### config.mk
export PLATFORM = sky130hd
export DESIGN_NAME = sframe_top
export DESIGN_NICKNAME = d
export VERILOG_FILES = /design/src/rtl/sframe_pkg.sv /design/src/rtl/sframe_tx.sv /design/src/rtl/sframe_rx.sv /design/src/rtl/sframe_top.sv
export SDC_FILE = /design/constraint.sdc
export NUM_CORES = 1
export LEC_CHECK = 0
export ABC_CLOCK_PERIOD_IN_PS = 2900
export CORE_MARGIN = 2
export CORE_UTILIZATION = 46
export CTS_CLUSTER_DIAMETER = 80
export DETAILED_ROUTE_END_ITERATION = 8
export PLACE_DENSITY = 0.75
export REMOVE_ABC_BUFFERS = 1
export SYNTH_ARGS = -nofsm -noshare
export SYNTH_HDL_FRONTEND = slang
export SYNTH_SLANG_ARGS = --single-unit
export TNS_END_PERCENT = 100
### constraint.sdc
create_clock -name clk -period 2.9 [get_ports clk]
set_clock_uncertainty 0.2 [all_clocks]
set_input_delay 0.87 -clock clk [delete_from_list [all_inputs] [get_ports clk]]
set_output_delay 0.87 -clock clk [all_outputs]
set_load 0.02 [all_outputs]
### src/rtl/sframe_pkg.sv
package sframe_pkg;
    localparam int NUM_OH = 7;

    typedef enum logic [2:0] {
        OH_FA1   = 3'd0,
        OH_FA2   = 3'd1,
        OH_BIP   = 3'd2,
        OH_TRACE = 3'd3,
        OH_MAINT = 3'd4,
        OH_NETOP = 3'd5,
        OH_GCC   = 3'd6
    } oh_idx_t;

    typedef enum logic [1:0] {
        RX_HUNT,
        RX_CONFIRM,
        RX_LOCKED
    } rx_state_t;
endpackage

### src/rtl/sframe_tx.sv
module sframe_tx
    import sframe_pkg::*;
#(
    parameter int         PAY_LEN = 530,
    parameter logic [7:0] FA1     = 8'hF6,
    parameter logic [7:0] FA2     = 8'h28,
    parameter logic [7:0] IDLE    = 8'hFF,
    localparam int FRAME_LEN = NUM_OH + PAY_LEN,
    localparam int POS_W     = $clog2(FRAME_LEN),
    localparam int SLOT_W    = $clog2(PAY_LEN)
) (
    input  logic              clk,
    input  logic              rst_n,
    input  logic [7:0]        trace,
    input  logic [7:0]        netop,
    input  logic [7:0]        gcc,
    input  logic [2:0]        ptype,
    input  logic              far_fail,
    input  logic              blk_err,
    output logic              slot_req,
    output logic [SLOT_W-1:0] slot_num,
    input  logic              slot_valid,
    input  logic [7:0]        slot_data,
    output logic [7:0]        byte_out,
    output logic              sof
);
    logic [POS_W-1:0] pos;
    logic [7:0]       acc;
    logic [7:0]       bip_prev;
    logic [7:0]       nxt;
    logic             febe_pend;
    logic             last;
    oh_idx_t          oh;

    assign last     = (pos == POS_W'(FRAME_LEN - 1));
    assign slot_req = (pos >= POS_W'(NUM_OH));
    assign slot_num = slot_req ? SLOT_W'(pos - POS_W'(NUM_OH)) : '0;
    assign oh       = oh_idx_t'(pos[2:0]);

    always_comb begin
        nxt = IDLE;
        if (slot_req) begin
            nxt = slot_valid ? slot_data : IDLE;
        end else begin
            unique case (oh)
                OH_FA1:   nxt = FA1;
                OH_FA2:   nxt = FA2;
                OH_BIP:   nxt = bip_prev;
                OH_TRACE: nxt = trace;
                OH_MAINT: nxt = {far_fail, febe_pend | blk_err, 3'b000, ptype};
                OH_NETOP: nxt = netop;
                OH_GCC:   nxt = gcc;
                default:  nxt = IDLE;
            endcase
        end
    end

    always_ff @(posedge clk) begin
        if (!rst_n) begin
            pos       <= '0;
            byte_out  <= '0;
            sof       <= 1'b0;
            acc       <= '0;
            bip_prev  <= '0;
            febe_pend <= 1'b0;
        end else begin
            pos      <= last ? '0 : pos + 1'b1;
            byte_out <= nxt;
            sof      <= (pos == '0);
            acc      <= (pos == '0) ? nxt : (acc ^ nxt);
            if (last) bip_prev <= acc ^ nxt;
            if (!slot_req && oh == OH_MAINT) febe_pend <= 1'b0;
            else if (blk_err)                febe_pend <= 1'b1;
        end
    end

    // frame marker coincides with first alignment byte
    p_sof_fa1_r1: assert property (@(posedge clk) disable iff (!rst_n)
        sof |-> byte_out == FA1);
    // requested slot number stays inside the payload
    p_slot_range_r3: assert property (@(posedge clk) disable iff (!rst_n)
        slot_req |-> int'(slot_num) < PAY_LEN);
    // offered byte is sent in the next cycle
    p_slot_data_r3: assert property (@(posedge clk) disable iff (!rst_n)
        slot_req && slot_valid |=> byte_out == $past(slot_data));
    // missing byte becomes idle
    p_idle_r4: assert property (@(posedge clk) disable iff (!rst_n)
        slot_req && !slot_valid |=> byte_out == IDLE);
endmodule

### src/rtl/sframe_rx.sv
module sframe_rx
    import sframe_pkg::*;
#(
    parameter int         PAY_LEN       = 530,
    parameter logic [7:0] FA1           = 8'hF6,
    parameter logic [7:0] FA2           = 8'h28,
    parameter int         LOCK_HITS     = 3,
    parameter int         UNLOCK_MISSES = 4,
    parameter int         ERR_W         = 16,
    localparam int FRAME_LEN = NUM_OH + PAY_LEN,
    localparam int POS_W     = $clog2(FRAME_LEN),
    localparam int SLOT_W    = $clog2(PAY_LEN),
    localparam int HIT_W     = $clog2(LOCK_HITS + 1),
    localparam int MISS_W    = $clog2(UNLOCK_MISSES + 1)
) (
    input  logic              clk,
    input  logic              rst_n,
    input  logic [7:0]        in_byte,
    output logic              lock,
    output logic              pay_valid,
    output logic [SLOT_W-1:0] pay_slot,
    output logic [7:0]        pay_data,
    output logic [ERR_W-1:0]  err_cnt,
    output logic              err_pulse
);
    rx_state_t         state, nstate;
    logic [POS_W-1:0]  rpos;
    logic [7:0]        prev;
    logic [7:0]        acc;
    logic [7:0]        calc;
    logic [HIT_W-1:0]  hits;
    logic [MISS_W-1:0] misses;
    logic              align_ok;
    logic              at_fa2;
    logic              chk_bad;

    assign align_ok = (prev == FA1) && (in_byte == FA2);
    assign at_fa2   = (rpos == POS_W'(1));
    assign chk_bad  = (state == RX_LOCKED) && (rpos == POS_W'(2)) && (in_byte != calc);
    assign lock     = (state == RX_LOCKED);

    always_ff @(posedge clk) begin
        if (!rst_n) state <= RX_HUNT;
        else        state <= nstate;
    end

    always_comb begin
        nstate = state;
        unique case (state)
            RX_HUNT:
                if (align_ok) nstate = RX_CONFIRM;
            RX_CONFIRM:
                if (at_fa2) begin
                    if (!align_ok)                          nstate = RX_HUNT;
                    else if (hits == HIT_W'(LOCK_HITS - 1)) nstate = RX_LOCKED;
                end
            RX_LOCKED:
                if (at_fa2 && !align_ok && misses == MISS_W'(UNLOCK_MISSES - 1))
                    nstate = RX_HUNT;
            default: nstate = RX_HUNT;
        endcase
    end

    always_ff @(posedge clk) begin
        if (!rst_n) begin
            rpos      <= '0;
            prev      <= '0;
            acc       <= '0;
            calc      <= '0;
            hits      <= '0;
            misses    <= '0;
            pay_valid <= 1'b0;
            pay_slot  <= '0;
            pay_data  <= '0;
            err_cnt   <= '0;
            err_pulse <= 1'b0;
        end else begin
            prev <= in_byte;
            if (state == RX_HUNT) begin
                rpos   <= POS_W'(2);
                acc    <= prev ^ in_byte;
                hits   <= HIT_W'(1);
                misses <= '0;
            end else begin
                rpos <= (rpos == POS_W'(FRAME_LEN - 1)) ? '0 : rpos + 1'b1;
                acc  <= (rpos == '0) ? in_byte : (acc ^ in_byte);
                if (rpos == POS_W'(FRAME_LEN - 1)) calc <= acc ^ in_byte;
                if (at_fa2 && align_ok && state == RX_CONFIRM) hits <= hits + 1'b1;
                if (at_fa2 && state == RX_LOCKED)
                    misses <= align_ok ? '0 : misses + 1'b1;
            end
            pay_valid <= lock && (rpos >= POS_W'(NUM_OH));
            pay_slot  <= SLOT_W'(rpos - POS_W'(NUM_OH));
            pay_data  <= in_byte;
            err_pulse <= chk_bad;
            if (chk_bad && err_cnt != '1) err_cnt <= err_cnt + 1'b1;
        end
    end

    // lock is entered only from the confirm state
    p_lock_entry_r7: assert property (@(posedge clk) disable iff (!rst_n)
        (state == RX_LOCKED) && ($past(state) != RX_LOCKED) |-> $past(state) == RX_CONFIRM);
    // payload only presented while locked
    p_pay_lock_r9: assert property (@(posedge clk) disable iff (!rst_n)
        pay_valid |-> lock);
    // the last slot ends a frame's payload
    p_pay_wrap_r9: assert property (@(posedge clk) disable iff (!rst_n)
        pay_valid && int'(pay_slot) == PAY_LEN - 1 |=> !pay_valid);
    // counter steps by one only
    p_err_step_r10: assert property (@(posedge clk) disable iff (!rst_n)
        err_cnt != $past(err_cnt) |-> err_cnt == $past(err_cnt) + 1'b1);
    // counter holds at saturation
    p_err_sat_r10: assert property (@(posedge clk) disable iff (!rst_n)
        err_cnt == '1 |=> err_cnt == '1);
endmodule

### src/rtl/sframe_top.sv
module sframe_top #(
    parameter int         PAY_LEN       = 530,
    parameter logic [7:0] FA1           = 8'hF6,
    parameter logic [7:0] FA2           = 8'h28,
    parameter logic [7:0] IDLE          = 8'hFF,
    parameter int         LOCK_HITS     = 3,
    parameter int         UNLOCK_MISSES = 4,
    parameter int         ERR_W         = 16
) (
    input  logic                       clk,
    input  logic                       rst_n,
    input  logic [7:0]                 tx_trace,
    input  logic [7:0]                 tx_netop,
    input  logic [7:0]                 tx_gcc,
    input  logic [2:0]                 tx_ptype,
    output logic                       tx_slot_req,
    output logic [$clog2(PAY_LEN)-1:0] tx_slot_num,
    input  logic                       tx_slot_valid,
    input  logic [7:0]                 tx_slot_data,
    output logic [7:0]                 tx_byte,
    output logic                       tx_sof,
    input  logic [7:0]                 rx_byte,
    output logic                       rx_lock,
    output logic                       rx_pay_valid,
    output logic [$clog2(PAY_LEN)-1:0] rx_pay_slot,
    output logic [7:0]                 rx_pay_data,
    output logic [ERR_W-1:0]           rx_bip_errs
);
    logic bip_err;

    sframe_tx #(
        .PAY_LEN(PAY_LEN), .FA1(FA1), .FA2(FA2), .IDLE(IDLE)
    ) u_tx (
        .clk(clk), .rst_n(rst_n),
        .trace(tx_trace), .netop(tx_netop), .gcc(tx_gcc), .ptype(tx_ptype),
        .far_fail(!rx_lock), .blk_err(bip_err),
        .slot_req(tx_slot_req), .slot_num(tx_slot_num),
        .slot_valid(tx_slot_valid), .slot_data(tx_slot_data),
        .byte_out(tx_byte), .sof(tx_sof)
    );

    sframe_rx #(
        .PAY_LEN(PAY_LEN), .FA1(FA1), .FA2(FA2),
        .LOCK_HITS(LOCK_HITS), .UNLOCK_MISSES(UNLOCK_MISSES), .ERR_W(ERR_W)
    ) u_rx (
        .clk(clk), .rst_n(rst_n), .in_byte(rx_byte),
        .lock(rx_lock), .pay_valid(rx_pay_valid), .pay_slot(rx_pay_slot),
        .pay_data(rx_pay_data), .err_cnt(rx_bip_errs), .err_pulse(bip_err)
    );
endmodule

After elaboration in Yosys (flattened, before gate mapping). Cells that the tools add are included.

Add/sub/neg operators: 7. $mul: 0. Div/mod/pow operators: 0. Magnitude comparators: 2. Eq/ne operators: 22. Shift operators: 0. Muxes and demuxes: 18. Bitwise logic cells: 6. Reductions and logical operators: 25.

Operators with widths (count): case mux 8 bit (7 select lines) (1); two-way mux 8 bit (5); XOR 8 bit (3); adder 10 x 1 -> 10 bit (second input constant) (2); equality test 10 bit (second input constant) (2); greater-or-equal comparator 10 x 3 -> 1 bit (second input constant) (2); zero test 10 bit (2); subtractor 10 x 3 -> 10 bit (second input constant) (2); adder 16 x 1 -> 16 bit (second input constant) (1); inequality test 16 bit (second input constant) (1); two-way mux 2 bit (7); logical AND 1 bit (11); equality test 10 x 1 -> 1 bit (second input constant) (1); equality test 10 x 2 -> 1 bit (second input constant) (1); two-way mux 10 bit (1); equality test 3 x 2 -> 1 bit (second input constant) (3); equality test 3 bit (second input constant) (3); equality test 8 x 6 -> 1 bit (second input constant) (1); equality test 8 bit (second input constant) (1); inequality test 8 bit (1); inequality test 2 x 1 -> 1 bit (second input constant) (3); case mux 2 bit (3 select lines) (1); OR reduction 2 bit (3); equality test 2 bit (second input constant) (2); other kinds (16) (20).

Register bits after elaboration: 105. Bits in latches: 0. Bits in writable memories: 0. ROM bits: 0. Output and inout bits: 56. Word-level logic and storage cells: 99. Memories kept: 0.

Longest topological paths before layout.
Depth in word-level cells: 7. Mapped depth: 11.

Cells and area by module. From an unflattened synthesis, not the netlist that was laid out.

Cell total of the unflattened synthesis: 571. Area total of the unflattened synthesis: 5089.9 um2.

By module, submodules not included: sframe_rx (instances 1, cells each 333, area each 3050.4 um2, seq. area each 1381.3 um2); sframe_tx (instances 1, cells each 237, area each 2035.7 um2, seq. area each 720.7 um2); sframe_top (instances 1, cells each 1, area each 3.8 um2, seq. area each 0.0 um2).

Worst setup path before layout. Ideal clock, no wire load.

Path type: reg-to-output. Start: reg u_tx.pos[0]. End: out tx_slot_num[8]. Arrival time: 1.810 ns. Required time: 1.830 ns. Slack: 0.020 ns. Cell stages (with the launch flop): 4. Cells stage by stage: dfxtp_1 ha_1 a2111o_1 o41ai_1.

Cells in the longest elaborated chain, start to end: 2. Elaborated cells between the ends (all ways): 3.

RTL lines: start: declaration (line sframe_tx.sv:27) `logic [POS_W-1:0] pos;`; start signal: assignment (line sframe_tx.sv:67) `pos <= last ? '0 : pos + 1'b1;`; subtractor 10 x 3 -> 10 bit / greater-or-equal comparator 10 x 3 -> 1 bit (equally long branches) (line sframe_tx.sv:37, sframe_tx.sv:36); two-way mux 10 bit * (line sframe_tx.sv:37) `assign slot_num = slot_req ? SLOT_W'(pos - POS_W'(NUM_OH)) : '0;`; end: declaration (line sframe_top.sv:17) `output logic [$clog2(PAY_LEN)-1:0] tx_slot_num,`.

Every way passes the cells marked *; elsewhere a longest branch is shown, timed or not.

Final worst setup path.
Start: reg u_tx.pos[1]. End: out tx_slot_num[7].

Same word-level chain as after synthesis.

==> impl_metrics.py <==
metrics = {
    "run_status": {
        "status": "complete, but fails checks",
        "violations": "setup timing",
    },
    "detailed_routing": {
        "drt-wirelength-per-cell_um": 15.3,
        "top_layer": "met4",
        "wl_um": 12800,
        "antenna_left": 0,
        "drc_errors": 0,
        "wl_met3_um": 730,
        "drt-pass1-iter-count": 8,
        "vias": 4510,
        "met1Wirelength_um": 5590,
        "drt_iter0_drc": 252,
        "avgViaCountPerCell": 5.40,
        "dr_wl_met2_um": 6110,
    },
    "sta": {
        "hold_viol": 0,
        "postLayoutSetupSlackWorst_ns": -0.109,
        "worst_pin_slew_ns": 0.899,
        "slew_violations": 0,
        "min_period_ns": 3.01,
        "rsz0062_at_grt": "true",
        "finalSetupViolations": 11,
        "relSlewSlack": 0.398,
        "finalCritPeriodShare": 1.04,
        "max_freq_mhz": 332,
    },
    "setup_path": {
        "reg2reg_setup_slack_ns": 0.02,
        "cp_data_required_time_ns": 1.83,
        "worstSetupPathType": "reg2out",
        "reg2reg_depth": 16,
        "crit_family": "compound AO/OA/AOI/OAI gates",
        "worstSetupStartpointType": "register",
        "rr_endpoint": "u_tx.febe_pend$_SDFFE_PP0P_",
        "cp_cell_sequence": "ha_4 -> a2111o_1 -> nor2_2 -> buf_6 -> a21oi_2 -> buf_4",
        "crit_arrival_ns": 1.94,
        "cpPeakStageDelay_ns": 0.51,
        "r2r_start": "u_tx.pos[1]$_SDFF_PP0_",
        "crit_fanout": 8,
        "slowest_stage": "a2111o_1",
        "path_buf_inv": 2,
        "cp-end-kind": "output port",
    },
    "placement": {
        "dpl.hpwl_um": 9010,
        "dp_cells": 810,
        "portBuffers": 101,
        "globalplace.congestion": 0.810,
        "dp_slack_ns": -0.267,
    },
    "worst_hold_path": {
        "hold_end": "u_rx.misses[2]$_SDFFE_PP0P_",
        "min_from": "u_rx.misses[2]$_SDFFE_PP0P_",
        "hold_path_class": "reg2reg",
        "hold_depth": 2,
    },
    "final_layout": {
        "fin_cells": 835,
        "nets": 755,
        "antennaDiodeCount": 0,
        "fin_util": 0.641,
        "area_growth_pct": 35.3,
        "drive_gt1_frac": 0.146,
        "fill_cells": 881,
    },
    "pwr": {
        "powerDensity_mw_per_mm2": 438,
        "ir_worst_vdd_v": 0.000252,
        "power.leakage_uw": 0.00255,
    },
    "global_route": {
        "track_usage": 0.229,
        "grt_pass1_wl_um": 21200,
        "grt_pass1_vias": 4460,
        "antenna_found_initial": 0,
        "grt_max_degree": 29,
        "overflow": 0,
    },
    "logic_synthesis": {
        "synth_top_family_by_area": "simple AND/OR/NAND/NOR gates",
        "synth.area.mux_share": 0.0221,
        "synth_seq_cells": 105,
        "synth_xor_area_frac": 0.110,
        "yosysTopAreaCell": "dfxtp_1",
        "synth_top_area_frac": 0.432,
        "synth_edf_count": 0,
        "synth.distinct_cells": 55,
        "synthArstFlopShare": 0,
        "synthTopCellsByArea": "dfxtp_1 (43%), xnor2_1 (7.0%), nor2_1 (6.8%)",
        "yosysWarnings": 0,
        "netlist_area_mm2": 0.00487,
        "synth_fa_ha_area_frac": 0.0334,
        "ys_top_cells_by_count": "dfxtp_1 (105), nor2_1 (88), xnor2_1 (39), a21oi_1 (34), nand2_1 (31)",
        "synth-main-ff-cell": "dfxtp_1",
        "yosysSeqAreaShare": 0.432,
        "synth_compound_area_frac": 0.135,
        "syn_avg_cell_area_um2": 8.74,
        "netlist_instances": 557,
        "yosysMostFrequentCell": "dfxtp_1",
        "synth_simple_gate_area_frac": 0.229,
    },
    "clock_network": {
        "tritoncts": "yes",
        "cts.sinks": 105,
        "clk_latency_ns": 0.36,
        "cts-root-buf": "clkbuf_8",
        "clk_pin_slew_worst_paths_ns": 0.10,
        "cts-hold-fix-buffers": 0,
        "h-tree-depth": 3,
        "cts_max_path_buffers": 2,
        "cts_buffers": 9,
    },
    "die": {
        "start_util": 0.473,
        "rows": 37,
        "ios": 102,
        "die-area_mm2": 0.0114,
        "core_mm2": 0.0103,
        "die_h_um": 107,
        "die_x_um": 107,
    },
    "job": {
        "drv_cap": 0,
    },
}
[tightest hold or removal path, delay by kind of cell (launching register included)]
| family | cells | cell delay (ns) |
|---|---|---|
| AOI/OAI and AO/OA | 1 | 0.06 |
| DFF | 1 | 0.34 |
| and+or+nand+nor | 1 | 0.07 |
[cell usage in the layout (no fill, tap or decap), types with 20 or more instances in the layout]
cell | synthesis | routed
dfxtp_1 | 105 | 103
clkdlybuf4s50_1 | 0 | 89
and2_1 | 21 | 21
a21oi_1 | 34 | 33
buf_4 | 1 | 56
nor2_1 | 88 | 86
xnor2_1 | 39 | 39
nand2_1 | 31 | 31
o21ai_0 | 20 | 20
xor2_1 | 22 | 22
[how the worst max path moves through the flow]
stage	from	depth (start not counted)	end	slack, ns
after floorplan	u_tx.pos[0]$_SDFF_PP0_	3	tx_slot_num[8]	0.02
after global placement	rx_byte[7]	7	u_rx.hits[0]$_SDFFE_PN0P_	-0.26
after detailed placement	rx_byte[7]	7	u_rx.hits[0]$_SDFFE_PN0P_	-0.27
after CTS	u_tx.pos[1]$_SDFF_PP0_	6	tx_slot_num[5]	-0.07
after global routing	u_tx.pos[1]$_SDFF_PP0_	6	tx_slot_num[5]	-0.14
final	u_tx.pos[1]$_SDFF_PP0_	6	tx_slot_num[7]	-0.11
[final cells by class]
class	count	area, µm²	share of cell area
inverters	14	52.6	0.00798
clock inverters	4	53.8	0.00817
flip-flops and latches	105	2100	0.320
well taps	136	170	0.0258
multi-input cells	408	2640	0.401
clock buffers	10	128	0.0194
repair buffers	158	1440	0.218
[power breakdown]
part           total, µW  internal (µW)  switching [µW]
logic                463            236             226
registers           1540           1510            33.9
clock network        881            394             487
total               2880           2140             747
[registers in the layout, summed over array words and instances, names as in the netlist]
| register | flops |
|---|---|
| u_rx.err_cnt | 16 |
| u_rx.pay_slot | 10 |
| u_rx.rpos | 10 |
| u_tx.pos | 10 |
| u_rx.acc | 8 |
| u_rx.calc | 8 |
| u_rx.pay_data | 8 |
| u_tx.acc | 8 |
| u_tx.bip_prev | 8 |
| u_tx.byte_out | 8 |
| u_rx.misses | 3 |
| u_rx.hits | 2 |
| u_rx.state | 2 |
| u_rx.err_pulse | 1 |
| u_rx.pay_valid | 1 |
| u_tx.febe_pend | 1 |
| u_tx.sof | 1 |
[cell families (layout without fill, tap and decap cells)]
logic type | after synthesis | after routing
flops | 105 | 105
buf+inv | 44 | 186
simple gates | 223 | 223
mux | 10 | 10
compound gates | 101 | 101
fa+ha+maj | 13 | 13
xor+xnor | 61 | 61
[timing repair]
item	in CTS	in global routing
buffers inserted	11	0
setup endpoints to repair	11	15
cloned	0	0
resized for setup	61	7
pin swaps	4	2
[metrics by stage]
step / hold WS [ns] / setup TNS, ns / cell area [µm²] / total power [µW]
floorplan: 0.256 / 0 / 4730 / 1800
global placement: 0.270 / -1.66 / 6270 / 2010
detailed placement: 0.283 / -2.26 / 6270 / 2020
CTS: 0.306 / -0.506 / 6550 / 2900
global route: 0.343 / -1.36 / 6590 / 3010
finish: 0.297 / -0.989 / 6590 / 2880
[layer usage]
metal  track usage  vias to the layer above
li1              -                     2213
met2         0.378                      160
met5             0                        -
met1         0.299                     2107
met3        0.0359                       30
met4        0.0918                        0
Note: power is estimated with default switching activity, not from simulation.
